===== config.mk =====
export PLATFORM = sky130hd
export DESIGN_NAME = pause_flow_ctrl
export DESIGN_NICKNAME = d
export VERILOG_FILES = /design/src/rtl/pfc_pkg.sv /design/src/rtl/pfc_watermark.sv /design/src/rtl/pfc_interval_timer.sv /design/src/rtl/pause_flow_ctrl.sv
export SDC_FILE = /design/constraint.sdc
export NUM_CORES = 1
export LEC_CHECK = 0
export ABC_AREA = 1
export BUFFER_PORTS_ARGS = -buffer_cell sky130_fd_sc_hd__buf_2
export CAP_MARGIN = 10
export CORE_MARGIN = 5
export CORE_UTILIZATION = 50
export CTS_BUF_LIST = sky130_fd_sc_hd__clkbuf_8
export DETAILED_ROUTE_END_ITERATION = 8
export GPL_TIMING_DRIVEN = 0
export MAX_ROUTING_LAYER = met4
export PLACE_DENSITY_LB_ADDON = 0.08
export SLEW_MARGIN = 25
export SYNTH_ARGS = -nofsm -noshare
export SYNTH_HDL_FRONTEND = slang
export SYNTH_SLANG_ARGS = --single-unit

===== constraint.sdc =====
create_clock -name clk -period 1.75 [get_ports clk]
set_input_delay 0.175 -clock clk [delete_from_list [all_inputs] [get_ports clk]]
set_output_delay 0.175 -clock clk [all_outputs]
set_load 0.01 [all_outputs]

===== src/rtl/pfc_pkg.sv =====
package pfc_pkg;
    localparam int PFC_QW = 16;

    typedef struct packed {
        logic              req_valid;
        logic [PFC_QW-1:0] quanta;
        logic              active;
    } pfc_ctl_t;
endpackage


===== src/rtl/pfc_watermark.sv =====
module pfc_watermark #(
    parameter int COUNT_W = 8
) (
    input  logic               clk,
    input  logic               rst_n,
    input  logic               enable,
    input  logic               auto_en,
    input  logic [COUNT_W-1:0] count,
    input  logic [COUNT_W-1:0] full_mark,
    input  logic [COUNT_W-1:0] empty_mark,
    output logic               hold
);
    logic hold_d, hold_q;

    always_comb begin
        hold_d = hold_q;
        if (!enable || !auto_en) begin
            hold_d = 1'b0;
        end else if (count >= full_mark) begin
            hold_d = 1'b1;
        end else if (count <= empty_mark) begin
            hold_d = 1'b0;
        end
    end

    always_ff @(posedge clk) begin
        if (!rst_n) hold_q <= 1'b0;
        else        hold_q <= hold_d;
    end

    assign hold = hold_q;
endmodule


===== src/rtl/pfc_interval_timer.sv =====
module pfc_interval_timer #(
    parameter int TW = 22
) (
    input  logic          clk,
    input  logic          rst_n,
    input  logic          clear,
    input  logic          load,
    input  logic [TW-1:0] load_val,
    output logic          expire
);
    typedef struct packed {
        logic          run;
        logic [TW-1:0] cnt;
    } tmr_t;

    tmr_t tmr_d, tmr_q;

    assign expire = tmr_q.run && (tmr_q.cnt == '0);

    always_comb begin
        tmr_d = tmr_q;
        if (clear) begin
            tmr_d.run = 1'b0;
            tmr_d.cnt = '0;
        end else if (load) begin
            tmr_d.run = 1'b1;
            tmr_d.cnt = load_val - TW'(1);
        end else if (expire) begin
            tmr_d.run = 1'b0;
        end else if (tmr_q.run) begin
            tmr_d.cnt = tmr_q.cnt - TW'(1);
        end
    end

    always_ff @(posedge clk) begin
        if (!rst_n) tmr_q <= '0;
        else        tmr_q <= tmr_d;
    end
endmodule


===== src/rtl/pause_flow_ctrl.sv =====
module pause_flow_ctrl
    import pfc_pkg::*;
#(
    parameter int COUNT_W        = 8,
    parameter int INTERVAL_SHIFT = 6
) (
    input  logic               clk,
    input  logic               rst_n,
    input  logic               enable,
    input  logic               manual_en,
    input  logic               auto_en,
    input  logic [PFC_QW-1:0]  pause_time,
    input  logic [COUNT_W-1:0] buf_count,
    input  logic [COUNT_W-1:0] full_mark,
    input  logic [COUNT_W-1:0] empty_mark,
    input  logic               tx_ack,
    output logic               req_valid,
    output logic [PFC_QW-1:0]  req_quanta
);
    localparam int TW = PFC_QW + INTERVAL_SHIFT;

    pfc_ctl_t ctl_d, ctl_q;
    logic          auto_hold;
    logic          want;
    logic          tmr_clear, tmr_load, tmr_expire;
    logic [TW-1:0] tmr_val;

    pfc_watermark #(.COUNT_W(COUNT_W)) u_wm (
        .clk       (clk),
        .rst_n     (rst_n),
        .enable    (enable),
        .auto_en   (auto_en),
        .count     (buf_count),
        .full_mark (full_mark),
        .empty_mark(empty_mark),
        .hold      (auto_hold)
    );

    pfc_interval_timer #(.TW(TW)) u_tmr (
        .clk     (clk),
        .rst_n   (rst_n),
        .clear   (tmr_clear),
        .load    (tmr_load),
        .load_val(tmr_val),
        .expire  (tmr_expire)
    );

    // manual wins by construction of the OR: the auto path never withdraws it
    assign want    = manual_en || (auto_en && auto_hold);
    assign tmr_val = TW'(ctl_q.quanta) << INTERVAL_SHIFT;

    always_comb begin
        ctl_d     = ctl_q;
        tmr_clear = 1'b0;
        tmr_load  = 1'b0;
        if (!enable) begin
            ctl_d     = '0;
            tmr_clear = 1'b1;
        end else if (ctl_q.req_valid) begin
            if (tx_ack) begin
                ctl_d.req_valid = 1'b0;
                if (ctl_q.active && want && (ctl_q.quanta != '0)) begin
                    tmr_load = 1'b1;
                end
            end
        end else if (want && !ctl_q.active) begin
            ctl_d.req_valid = 1'b1;
            ctl_d.quanta    = pause_time;
            ctl_d.active    = 1'b1;
        end else if (!want && ctl_q.active) begin
            ctl_d.req_valid = 1'b1;
            ctl_d.quanta    = '0;
            ctl_d.active    = 1'b0;
            tmr_clear       = 1'b1;
        end else if (want && tmr_expire) begin
            ctl_d.req_valid = 1'b1;
            ctl_d.quanta    = pause_time;
        end
    end

    always_ff @(posedge clk) begin
        if (!rst_n) ctl_q <= '0;
        else        ctl_q <= ctl_d;
    end

    assign req_valid  = ctl_q.req_valid;
    assign req_quanta = ctl_q.quanta;
endmodule


[Word-level counts from Yosys, hierarchy flattened]
Index checks and enable logic that the tools add are counted.
Cells by class
  add/subtract/negate cells: 2
  $lt $le $gt $ge: 2
  equality and inequality tests: 1
  mux-type cells: 20
  bitwise logic cells: 2
  reduce and logical (&&, ||, !) cells: 26
Operators by type and width (count)
  $mux 22: 2
  $sub 22x1->22 const B: 2
  $mux 17: 2
  $mux 23: 1
  $logic_not 22->1: 1
  $mux 18: 1
  $reduce_bool 16->1: 1
  $mux 1: 14
  $ge 8x8->1: 1
  $le 8x8->1: 1
  $reduce_and 2->1: 4
  $reduce_bool 2->1: 4
  $logic_and 1x1->1: 7
  $logic_not 1->1: 4
  $reduce_or 2->1: 2
  $reduce_bool 3->1: 1
  $logic_or 1x1->1: 2
  $ne 2x2->1 const B: 1
  $not 1->1: 2
Storage, ports and cells
  flip-flop bits (word level): 42
  input bits: 46
  logic and storage cells: 59

[Longest topological paths before layout]
  depth in word-level cells: 10
  depth in mapped cells: 12

[Modules after synthesis]
Synthesis repeated with hierarchy kept, for this count alone.
Unflattened totals
  cells, all modules: 553
  area, all modules: 3464.6 µm²
Modules (own cells, without submodules)
  pfc_interval_timer: instances 1, cells each 351, area an instance 1885.6 µm², sequential area each 460.4 µm²
  pause_flow_ctrl: instances 1, cells each 125, area an instance 1098.6 µm², sequential area each 360.3 µm²
  pfc_watermark: instances 1, cells each 77, area an instance 480.5 µm², sequential area each 20.0 µm²

[Least setup slack after synthesis]
No wires, ideal clock.
  path type: reg-to-reg
  start: register u_wm.hold_q, in the netlist u_wm.hold
  end: register ctl_q[0] in the netlist's numbering
  setup time: 128 ps
  arrival time: 1732 ps
  slack: -110 ps
  cell stages (with the launch flop): 9
  path buffers: 2
  period minus slack after synthesis: 1860 ps
  cell sequence: dfxtp_1 -> a21oi_1 -> inv_1 -> ha_1 -> or2_2 -> clkbuf_1 -> clkbuf_1 -> o21ai_0 -> a21oi_1
Between the ends
  longest elaborated chain between the ends: 6
  elaborated cells between the ends (all ways): 8
  classes of those cells: mux (1); reduce/logical (7)
RTL lines
  start: declaration: RTL line pfc_watermark.sv:13  | logic hold_d, hold_q;
  start signal: assignment: RTL line pfc_watermark.sv:28  | else hold_q <= hold_d;
  $logic_and 1x1->1 (*): RTL line pause_flow_ctrl.sv:49  | assign want = manual_en || (auto_en && auto_hold);
  $logic_or 1x1->1 (*): RTL line pause_flow_ctrl.sv:49
  $logic_not 1->1: RTL line pause_flow_ctrl.sv:70  | end else if (!want && ctl_q.active) begin
  $logic_and 1x1->1: RTL line pause_flow_ctrl.sv:70
  $reduce_bool 2->1 (no source line)
  $reduce_and 2->1 (no source line)
  end signal: assignment: RTL line pause_flow_ctrl.sv:83  | else ctl_q <= ctl_d;
  end: declaration: RTL line pause_flow_ctrl.sv:22  | pfc_ctl_t ctl_d, ctl_q;
Every way passes the cells marked *; elsewhere a longest branch is shown, timed or not.
A chain may end at the register's enable or synchronous reset.

[Worst setup path after layout]
  start: register u_tmr.tmr_q[0] in the netlist's numbering
  end: register ctl_q, in the netlist req_quanta[9]
Between the ends
  longest elaborated chain between the ends: 5
RTL lines
  start: declaration: RTL line pfc_interval_timer.sv:16  | tmr_t tmr_d, tmr_q;
  start signal: assignment: RTL line pfc_interval_timer.sv:37  | else tmr_q <= tmr_d;
  $logic_not 22->1: RTL line pfc_interval_timer.sv:18  | assign expire = tmr_q.run && (tmr_q.cnt == '0);
  $logic_and 1x1->1: RTL line pfc_interval_timer.sv:18
  $logic_and 1x1->1: RTL line pause_flow_ctrl.sv:75  | end else if (want && tmr_expire) begin
  $reduce_bool 3->1 (no source line)
  $reduce_and 2->1 (no source line)
Every way passes these cells.

==> metrics.txt <==
Clock Tree Buf Depth=2; ranking of synthesized cells by area=dfxtp_1 (24%), nand2_1 (12%), nor2_1 (7.6%); Final Cycle Share=0.953; Via density=4.85; GRT Util Overall=0.212; Clock Sinks=42; first drt pass iteration count=4; H-tree depth=2; min cycle time layout=1.67 ns; initial antenna violation count=0; CP max FO=8; hold_ws=0.0931 ns; count of input and output buffers=62; #FFs+latches synth=42; critical path type=reg -> reg; Final Setup Violations=0; Hold Crit Class=in -> reg; Cells after Synth=537; maximum vdd drop=0.364 mV; share of cells above drive strength 1=0.282; worst r2r path cells=12; P per Cell Area=601 nW/um^2; ant diodes=0; Final Hold Viols=0; WP data required=1.96 ns; fin cells=710; syn nets=604; GRT overflow=0; fin. max-slew vios=0; Routability Congestion=0.916; share of the synthesized area in the top cell type=0.241; root buffer cell=clkbuf_8; Startpoint Class=flop; Num CTS Buffers=5; synth-to-layout area growth=21.6%; largest net degree at the start of global routing=14; Synth area leader=dfxtp_1; Initial Utilization=0.513; die height=93.5 um; final net count=680; vias=3447; Crit. End Element=flop; Hold Path Stages=3; Fill cells=689; cell row count=30; first-pass GRT wire length=14500 um; Finished Cell Area=4240 sq um; Remaining DRCs=0; register area share after synthesis=0.241; Final Skew=0.00772 ns; Avg WL per Cell=12.4 um; Antenna Nets Post-Route=0; total wire length=8820 um; Clock transition at path regs=0.09 ns; Post-DP HPWL=6720 um; slew margin rel.=0.604; die area=8740 sq um; vias in the first global route=3209; clk_lat worst skew=0.31 ns; setup ws final=0.0824 ns; CTS tree=done; library cells used by synthesis=34; CTS Hold Bufs=0; synthesized area=3490 sq um; Highest Clock Rate=600 MHz; actual slew at the worst max-slew pin=0.594 ns; DR iter-0 viols=96; placed instance count=695; total power=0.00255 W; I/O pin total=63; core area=6790 sq um; LEAKAGE=2.20 nW; Syn Area/Cell=6.49 sq um; die extent in x=93.5 um; Placement Cell Area=3930 sq um; YS warnings=0; outcome=finished, final reports clean; max-cap violations=0; crit path DAT=1.88 ns; Place WS=-0.141 ns
registers in the layout, summed over array words and instances (netlist names):
| register | flops |
|---|---|
| u_tmr.tmr_q | 23 |
| u_wm.hold | 1 |
| ctl_q | 1 |
| req_valid | 1 |
| req_quanta | 16 |
cell usage in the layout, fill, tap and decap left out, drive strengths merged:
cell	instances
nor3	4
a21boi	1
nand3b	3
clkinvlp	1
o21bai	2
bufinv	1
o21a	2
o21ai	26
ha	21
clkinv	1
a41oi	1
buf	94
dfxtp	42
nor2	83
a21oi	42
nand4	4
or2	3
nand3	57
nand2	128
clkbuf	10
inv	73
xnor2	7
xor2	8
worst paths after layout:
check                                                 start                          end  slack (ns)
worst max-delay path            u_tmr.tmr_q[0]$_SDFFE_PP0P_   req_quanta[9]$_SDFFE_PN0P_        0.08
worst min-delay path                          pause_time[7]   req_quanta[7]$_SDFFE_PN0P_        0.09
worst max register to register  u_tmr.tmr_q[0]$_SDFFE_PP0P_   req_quanta[9]$_SDFFE_PN0P_        0.08
worst min register to register  u_tmr.tmr_q[1]$_SDFFE_PP0P_  u_tmr.tmr_q[1]$_SDFFE_PP0P_        0.48
metrics by stage:
stage / util / setup TNS [ns]
final: 0.624 / 0
after floorplan: - / 0
after CTS: 0.598 / 0
after global placement: 0.578 / -1.49
after global routing: 0.624 / -0.0566
after detailed placement: 0.578 / -2.06
cell families (layout without fill, tap and decap cells):
group / after synthesis / after routing / synth area share
XOR/XNOR: 15 / 15 / 0.0377
adder cells (fa/ha/maj): 21 / 21 / 0.0754
AND/OR/NAND/NOR: 282 / 282 / 0.384
flip-flops: 42 / 42 / 0.241
AO/OA/AOI/OAI: 74 / 74 / 0.122
buffers and inverters: 103 / 180 / 0.140
cell usage after synthesis:
cell type	instances
nand2_4	6
nor2_8	3
buf_8	1
nand3_4	1
nor3_1	4
o21bai_1	2
nor2_4	3
nor2_2	6
nand2_1	116
o21ai_1	5
buf_4	17
nand3_1	53
nand2_2	6
nand3_2	3
nand4_1	4
xor2_1	8
xnor2_1	7
clkbuf_1	5
a21boi_0	1
inv_2	4
a21oi_1	32
o21ai_0	21
or2_2	3
inv_1	68
buf_2	4
buf_6	3
nor2_1	71
a21oi_2	10
nand3b_1	3
o21a_1	2
clkinv_1	1
dfxtp_1	42
a41oi_1	1
ha_1	21
worst max-delay path, stage by stage (launching register included):
cell and delay [ns]:
dfxtp_2 0.33, inv_2 0.08, ha_4 0.16, nand2_4 0.07, nor2_8 0.12, nand2_4 0.08, nor2_8 0.12, nand2_2 0.07
nand2_2 0.09, nand2_4 0.10, clkbuf_16 0.19, a21oi_2 0.09, nor2_1 0.04
final cells by class:
cell class / count / area [sq um] / area share
buffer: 29 / 245 / 0.0579
clock inverter: 3 / 41.3 / 0.00974
tap: 96 / 120 / 0.0283
sequential: 42 / 848 / 0.200
timing repair buffer: 70 / 388 / 0.0915
multi-input combinational: 392 / 2250 / 0.531
inverter: 73 / 274 / 0.0647
clock buffer: 5 / 68.8 / 0.0162
power breakdown:
group / internal, W / total (W) / switching (W)
logic: 0.000333 / 0.000737 / 0.000405
registers: 0.000982 / 0.00101 / 0.0000303
clock network: 0.000421 / 0.000798 / 0.000377
total: 0.00174 / 0.00255 / 0.000812
per-layer routing:
| layer | GRT usage | wire length, um | part of all wire | vias to the layer above |
|---|---|---|---|---|
| li1 | - | - | - | 1842 |
| met1 | 0.285 | 4170 | 0.47 | 1533 |
| met2 | 0.327 | 4180 | 0.47 | 60 |
| met3 | 0.0314 | 317 | 0.036 | 12 |
| met4 | 0.0647 | 156 | 0.018 | 0 |
| met5 | - | 0 | 0 | - |
repair_timing:
| item | in CTS | in global routing |
|---|---|---|
| pin swaps | 3 | 4 |
| setup buffers | 2 | 5 |
| gates resized for setup | 7 | 38 |
| endpoints found under the setup margin | 33 | 36 |
| gates cloned | 0 | 1 |
Power figures use the tool's default switching activity.
